`src/rtl/spi_cfg_pkg.sv`:
```
package spi_cfg_pkg;
  localparam int ADDR_W   = 5;
  localparam int DATA_W   = 8;
  localparam int LEN_W    = 2;
  localparam int NUM_REGS = 1 << ADDR_W;
  localparam int CNT_W    = $clog2(DATA_W);
  localparam int RW_BIT   = DATA_W - 1;
  localparam int LEN_LO   = ADDR_W;
  localparam int BIT_3W   = 7;
  localparam int BIT_LSB  = 6;
  localparam int BIT_SRST = 5;

  typedef enum logic [1:0] {PH_INSTR, PH_DATA, PH_DONE} phase_e;

  typedef struct packed {
    logic              wrEn;
    logic              loadRd;
    logic              shiftRd;
    logic              lsbCyc;
    logic [ADDR_W-1:0] addr;
    logic [DATA_W-1:0] data;
  } ctrl_strobe_t;

  function automatic logic [DATA_W-1:0] regMask(input int a);
    case (a)
      'h00: return 8'hE0;
      'h02: return 8'hD0;
      'h03: return 8'hBF;
      'h0A: return 8'h0F;
      'h0B, 'h0D, 'h0F, 'h11: return 8'hFF;
      'h0C, 'h10: return 8'h03;
      'h0E, 'h12: return 8'hC3;
      default: return 8'h00;
    endcase
  endfunction

  function automatic logic [DATA_W-1:0] regDefault(input int a);
    case (a)
      'h0B, 'h0F: return 8'hF9;
      'h0C, 'h10: return 8'h01;
      default:    return 8'h00;
    endcase
  endfunction
endpackage

```
`src/rtl/spi_cfg_ctrl.sv`:
```
module spi_cfg_ctrl
  import spi_cfg_pkg::*;
(
  input  logic         clk,
  input  logic         rstN,
  input  logic         csN,
  input  logic         sclk,
  input  logic         sdioIn,
  input  logic         lsbCfg,
  input  logic         threeCfg,
  output ctrl_strobe_t strb,
  output logic         sdoOe,
  output logic         sdioOe
);
  logic              sclkQ;
  phase_e            phase;
  logic [CNT_W-1:0]  bitCnt;
  logic [DATA_W-1:0] inShift;
  logic [DATA_W-1:0] byteNext;
  logic              rwQ;
  logic [LEN_W-1:0]  bytesLeft;
  logic [ADDR_W-1:0] addrQ;
  logic [ADDR_W-1:0] stepAddr;
  logic              lsbCyc;
  logic              threeCyc;
  logic              sclkRise;
  logic              sclkFall;
  logic              lastBit;
  logic              readOe;

  assign sclkRise = sclk & ~sclkQ & ~csN;
  assign sclkFall = ~sclk & sclkQ & ~csN;
  assign lastBit  = (bitCnt == CNT_W'(DATA_W - 1));
  assign byteNext = lsbCyc ? {sdioIn, inShift[DATA_W-1:1]}
                           : {inShift[DATA_W-2:0], sdioIn};
  assign stepAddr = lsbCyc ? addrQ + 1'b1 : addrQ - 1'b1;

  always_ff @(posedge clk or negedge rstN) begin
    if (!rstN) sclkQ <= 1'b0;
    else       sclkQ <= sclk;
  end

  always_ff @(posedge clk or negedge rstN) begin
    if (!rstN) begin
      phase     <= PH_INSTR;
      bitCnt    <= '0;
      inShift   <= '0;
      rwQ       <= 1'b0;
      bytesLeft <= '0;
      addrQ     <= '0;
      lsbCyc    <= 1'b0;
      threeCyc  <= 1'b0;
    end else if (csN) begin
      phase    <= PH_INSTR;
      bitCnt   <= '0;
      lsbCyc   <= lsbCfg;
      threeCyc <= threeCfg;
    end else if (sclkRise && phase != PH_DONE) begin
      inShift <= byteNext;
      bitCnt  <= bitCnt + 1'b1;
      if (lastBit) begin
        if (phase == PH_INSTR) begin
          rwQ       <= byteNext[RW_BIT];
          bytesLeft <= byteNext[LEN_LO +: LEN_W];
          addrQ     <= byteNext[ADDR_W-1:0];
          phase     <= PH_DATA;
        end else begin
          addrQ <= stepAddr;
          if (bytesLeft == '0) phase <= PH_DONE;
          else                 bytesLeft <= bytesLeft - 1'b1;
        end
      end
    end
  end

  always_comb begin
    strb.wrEn    = sclkRise && lastBit && phase == PH_DATA && !rwQ;
    strb.loadRd  = sclkRise && lastBit &&
                   ((phase == PH_INSTR && byteNext[RW_BIT]) ||
                    (phase == PH_DATA && rwQ && bytesLeft != '0));
    strb.shiftRd = sclkFall && phase == PH_DATA && rwQ;
    strb.lsbCyc  = lsbCyc;
    strb.addr    = (phase == PH_INSTR) ? byteNext[ADDR_W-1:0]
                                       : (rwQ ? stepAddr : addrQ);
    strb.data    = byteNext;
  end

  assign readOe = !csN && phase == PH_DATA && rwQ;
  assign sdoOe  = readOe && !threeCyc;
  assign sdioOe = readOe && threeCyc;
endmodule

```
`src/rtl/spi_cfg_datapath.sv`:
```
module spi_cfg_datapath
  import spi_cfg_pkg::*;
(
  input  logic                         clk,
  input  logic                         rstN,
  input  ctrl_strobe_t                 strb,
  output logic                         lsbCfg,
  output logic                         threeCfg,
  output logic [NUM_REGS*DATA_W-1:0]   cfgFlat,
  output logic                         outBit
);
  logic [DATA_W-1:0] regs [NUM_REGS];
  logic [DATA_W-1:0] outShift;

  for (genvar g = 0; g < NUM_REGS; g++) begin : g_reg
    localparam logic [DATA_W-1:0] MASK = regMask(g);
    localparam logic [DATA_W-1:0] DFLT = regDefault(g);
    always_ff @(posedge clk or negedge rstN) begin
      if (!rstN)
        regs[g] <= DFLT;
      else if (g != 0 && regs[0][BIT_SRST])
        regs[g] <= DFLT;
      else if (strb.wrEn && strb.addr == ADDR_W'(g))
        regs[g] <= strb.data & MASK;
    end
    assign cfgFlat[g*DATA_W +: DATA_W] = regs[g];
  end

  assign lsbCfg   = regs[0][BIT_LSB];
  assign threeCfg = regs[0][BIT_3W];

  always_ff @(posedge clk or negedge rstN) begin
    if (!rstN) begin
      outShift <= '0;
      outBit   <= 1'b0;
    end else if (strb.loadRd) begin
      outShift <= regs[strb.addr];
    end else if (strb.shiftRd) begin
      outBit   <= strb.lsbCyc ? outShift[0] : outShift[DATA_W-1];
      outShift <= strb.lsbCyc ? (outShift >> 1) : (outShift << 1);
    end
  end
endmodule

```
`src/rtl/spi_cfg_slave.sv`:
```
module spi_cfg_slave
  import spi_cfg_pkg::*;
(
  input  logic                       clk,
  input  logic                       rstN,
  input  logic                       csN,
  input  logic                       sclk,
  input  logic                       sdioIn,
  output logic                       sdioOut,
  output logic                       sdioOe,
  output logic                       sdoOut,
  output logic                       sdoOe,
  output logic [NUM_REGS*DATA_W-1:0] cfgFlat
);
  ctrl_strobe_t strb;
  logic lsbCfg;
  logic threeCfg;
  logic outBit;

  spi_cfg_ctrl u_ctrl (
    .clk(clk), .rstN(rstN), .csN(csN), .sclk(sclk), .sdioIn(sdioIn),
    .lsbCfg(lsbCfg), .threeCfg(threeCfg), .strb(strb),
    .sdoOe(sdoOe), .sdioOe(sdioOe)
  );

  spi_cfg_datapath u_dp (
    .clk(clk), .rstN(rstN), .strb(strb), .lsbCfg(lsbCfg),
    .threeCfg(threeCfg), .cfgFlat(cfgFlat), .outBit(outBit)
  );

  assign sdioOut = outBit;
  assign sdoOut  = outBit;
endmodule

```
`config.mk`:
```
export PLATFORM = sky130hd
export DESIGN_NAME = spi_cfg_slave
export DESIGN_NICKNAME = d
export VERILOG_FILES = /design/src/rtl/spi_cfg_pkg.sv /design/src/rtl/spi_cfg_ctrl.sv /design/src/rtl/spi_cfg_datapath.sv /design/src/rtl/spi_cfg_slave.sv
export SDC_FILE = /design/constraint.sdc
export NUM_CORES = 1
export LEC_CHECK = 0
export ABC_AREA = 0
export ABC_CLOCK_PERIOD_IN_PS = 3850
export BUFFER_PORTS_ARGS = -buffer_cell sky130_fd_sc_hd__buf_4
export CORE_MARGIN = 2
export CORE_UTILIZATION = 35
export CTS_BUF_LIST = sky130_fd_sc_hd__clkbuf_16
export CTS_CLUSTER_DIAMETER = 50
export CTS_CLUSTER_SIZE = 12
export DETAILED_ROUTE_END_ITERATION = 7
export MAX_ROUTING_LAYER = met4
export PLACE_DENSITY = 0.62
export SLEW_MARGIN = 40
export SYNTH_ARGS = -nofsm -noshare
export SYNTH_HDL_FRONTEND = slang
export SYNTH_HIERARCHICAL = 1
export SYNTH_SLANG_ARGS = --single-unit
```
`constraint.sdc`:
```
create_clock -name clk -period 3.85 [get_ports clk]
set_input_delay 0.77 -clock clk [delete_from_list [all_inputs] [get_ports clk]]
set_output_delay 0.77 -clock clk [all_outputs]
set_load 0.01 [all_outputs]
```
==> results.py <==
metrics = {
    "global_routing": {
        "grt_usage_pct": 15.19,
        "grt_pass1_wl_um": 23120,
        "grt_pass1_vias": 4071,
        "grt_overflow": 0,
        "antenna_found_initial": 0,
        "grt_max_degree": 58,
    },
    "synthesis": {
        "ys_top_cells_by_count": "buf_4, dfrtp_1, nor2_1",
        "yosysTopAreaCell": "dfrtp_1",
        "synth_top_area_share_pct": 29.93,
        "synth-warning-count": 6,
        "ys_top_cells_by_area": "dfrtp_1, buf_4, mux2i_1",
        "yosysMostFrequentCell": "buf_4",
        "avgSynthCellArea_um2": 9.101,
        "post_synth_num_cell_types": 59,
        "syn_area_um2": 6689,
        "synth_edf_count": 0,
        "ys_ff_latch": 94,
        "async_reset_ff_share_pct": 100.0,
        "ys.flop_type": "dfrtp_1",
        "ys_seq_area_share_pct": 35.43,
        "synth_cells": 735,
    },
    "power_and_ir_drop": {
        "power.switching_w": 0.0007800,
        "netSwitchingFraction_pct": 33.07,
        "p_int_w": 0.001579,
        "vdd_drop_max_v": 0.0002773,
        "pwr-share-clk_pct": 34.7,
        "pwr-share-comb_pct": 21.2,
        "power_frac_seq_pct": 44.2,
        "p_leak_nw": 3.619,
        "p_per_area_nw_per_um2": 338.8,
    },
    "detailed_routing": {
        "vias": 4718,
        "wire_per_inst_um": 14.95,
        "via_per_inst": 4.594,
        "drt_iter0_drc": 267,
        "firstDrtPassIters": 5,
        "drtAntennaViolNets": 0,
        "route.detailed.drc": 0,
        "routed_wl_um": 15350,
    },
    "clocking": {
        "clkSinkCount": 94,
        "cts_made_buffers": 9,
        "holdBufCountCts": 0,
        "cts_resized": 0,
        "ctsLongestPathBuffers": 2,
        "insertion_delay_ps": 350,
        "cts.reportedPaths.clkPinSlew_ps": 70,
        "cts_tree": "built",
        "htree_num_levels": 3,
        "cts-root-buf": "clkbuf_16",
        "cts_setup_buffers": 0,
    },
    "timing": {
        "timing.final.crit_share_pct": 82.48,
        "rsz0062_at_grt": "no",
        "slew_viol_final": 0,
        "period_minus_slack_ps": 3175,
        "setup_viol": 0,
        "tightest_slew_ps": 693.3,
        "finClkSkew_ps": 6.574,
        "finalHoldViolations": 0,
        "slew_headroom_pct": 53.69,
        "fin_tns_setup_ps": 0,
        "max_freq_mhz": 314.9,
        "timing.hold.ws_ps": 361.2,
    },
    "run_status": {
        "status": "completed",
    },
    "worst_setup_path": {
        "cp-start-kind": "flop",
        "crit_type": "flop to flop",
        "worstPathCellList": "inv_1 -> fa_1 -> nand2b_1 -> a21oi_2 -> xnor2_1 -> or3_1 -> a31oi_1 -> nor2b_1 -> buf_4 -> and2_1 -> nand2_1 -> mux2_2",
        "rrSetupSlack_ps": 670,
        "worstPathArrival_ps": 3410,
        "cp-end-kind": "flop",
        "critPathRequiredTime_ps": 4090,
        "cp_max_fo": 8,
        "reg2reg_depth": 12,
        "cp_slowest_cell": "fa_1",
        "slowest_delay_ps": 450,
    },
    "floorplan": {
        "die_w_um": 142.2,
        "core_area_um2": 18710,
        "dieArea_um2": 20230,
        "ios": 265,
        "rows": 50,
        "start_util_pct": 35.76,
        "die_y_um": 142.2,
    },
    "layout": {
        "design_area_um2": 6963,
        "area_delta_synth_final_pct": 4.097,
        "instances_no_fill": 1027,
        "drive_gt1_share_pct": 19.80,
        "final_util_pct": 37.22,
        "n_antenna_cell": 0,
        "fin_nets": 800,
    },
    "placement": {
        "dp_hpwl_um": 11240,
        "routabilityCongestion": 0.8748,
        "place_area_um2": 6684,
        "io_buffers": 69,
        "dp_cells": 1011,
    },
    "run": {
        "drv_cap": 0,
    },
    "min_path": {
        "hp-class": "input port to async pin",
    },
}
[routing by layer]
layer  share of wire [%]  track usage [%]  vias to the layer above
li1                    -                -                     2174
met4                 1.7            4.263                        0
met5                   0                -                        -
met1                  44            20.67                     2289
met3                 7.1            3.432                       22
met2                  48            22.76                      233
[worst max-delay path: cells and delay by family, from the launching register on]
family	cells	cell delay, ps
xor gates and xnor gates	1	110
and+or+nand+nor	5	1030
buffers and inverters	2	270
DFF	1	420
muxes	1	350
adders and majority gates	1	450
AOI/OAI and AO/OA	2	420
[flip-flops by register name, summed over array words and instances, names as in the netlist]
| signal | flops |
|---|---|
| u_ctrl/threeCyc | 1 |
| u_ctrl/rwQ | 1 |
| u_ctrl/sclkQ | 1 |
| u_ctrl/bytesLeft | 2 |
| u_ctrl/bitCnt | 3 |
| u_dp/outBit | 1 |
| u_dp/cfgFlat | 61 |
| u_ctrl/addrQ | 5 |
| u_ctrl/lsbCyc | 1 |
| u_dp/outShift | 8 |
| u_ctrl/inShift | 8 |
| u_ctrl/phase | 2 |
[power by group through the flow]
| stage | Sequential, W | Combinational (W) | Clock, W |
|---|---|---|---|
| CTS | 0.00104 | 0.000493 | 0.000840 |
| finish | 0.00104 | 0.000499 | 0.000817 |
| global placement | 0.00106 | 0.000490 | 0 |
| global route | 0.00105 | 0.000549 | 0.000883 |
| detailed placement | 0.00106 | 0.000492 | 0 |
| floorplan | 0.00105 | 0.000495 | 0 |
[per-stage QoR]
step                setup slack, ps  total power [W]
CTS                           674.1         0.002374
floorplan                     823.2         0.001547
finish                        674.5         0.002359
global route                  404.6         0.002477
global placement              733.9         0.001547
detailed placement            680.7         0.001551
[layout make-up]
type / count / area, um2
well taps: 234 / 292.8
flip-flops and latches: 94 / 2371
fillers: 1928 / 11740
multi-input cells: 576 / 3284
repair buffers: 91 / 686.9
clock inverters: 7 / 42.54
inverters: 16 / 60.06
clock buffers: 9 / 225.2
[cells by family (layout without fill, tap and decap cells)]
logic type | Yosys count | after routing | synth area share [%]
xor+xnor | 5 | 5 | 0.6547
fa+ha+maj | 7 | 7 | 1.422
buf+inv | 259 | 123 | 26.75
mux | 74 | 74 | 11.49
simple gates | 184 | 184 | 13.73
flops | 94 | 94 | 35.43
compound gates | 111 | 111 | 10.48
other cells | 1 | 195 | 0.05606
[path summary, 6_finish.rpt]
check	startpoint	end
setup / recovery	u_ctrl/addrQ[0]	u_dp/cfgFlat[5]
hold / removal	rstN	u_dp/cfgFlat[90]
setup reg to reg	u_ctrl/addrQ[0]	u_dp/cfgFlat[5]
hold reg to reg	u_ctrl/inShift[0]	u_ctrl/inShift[0]
max in group asynchronous	rstN	u_dp/cfgFlat[96]
min in group clk	u_ctrl/inShift[0]	u_ctrl/inShift[0]
[layout by cell type (no fill, tap or decap), drive strengths merged, types with 2 or more instances in the layout]
cell and count:
and3b 2, nand3 18, xnor2 4, a21o 2, nand2 46, nor3 2
o211ai 4, mux2 22, dfstp 14, nor3b 7, ha 6, o22a 3
and2 3, a31oi 9, conb 195, a32oi 3, nand2b 8, clkinvlp 3
nor2b 11, o21bai 2, inv 19, nand3b 3, clkbuf 9, o21ai 16
dfrtp 80, mux2i 52, a22oi 5, and3 2, a21oi 47, nor2 71
a311o 2, buf 91, a211o 12, o31ai 2, nor4b 3
(Power assumes the default switching activity.)
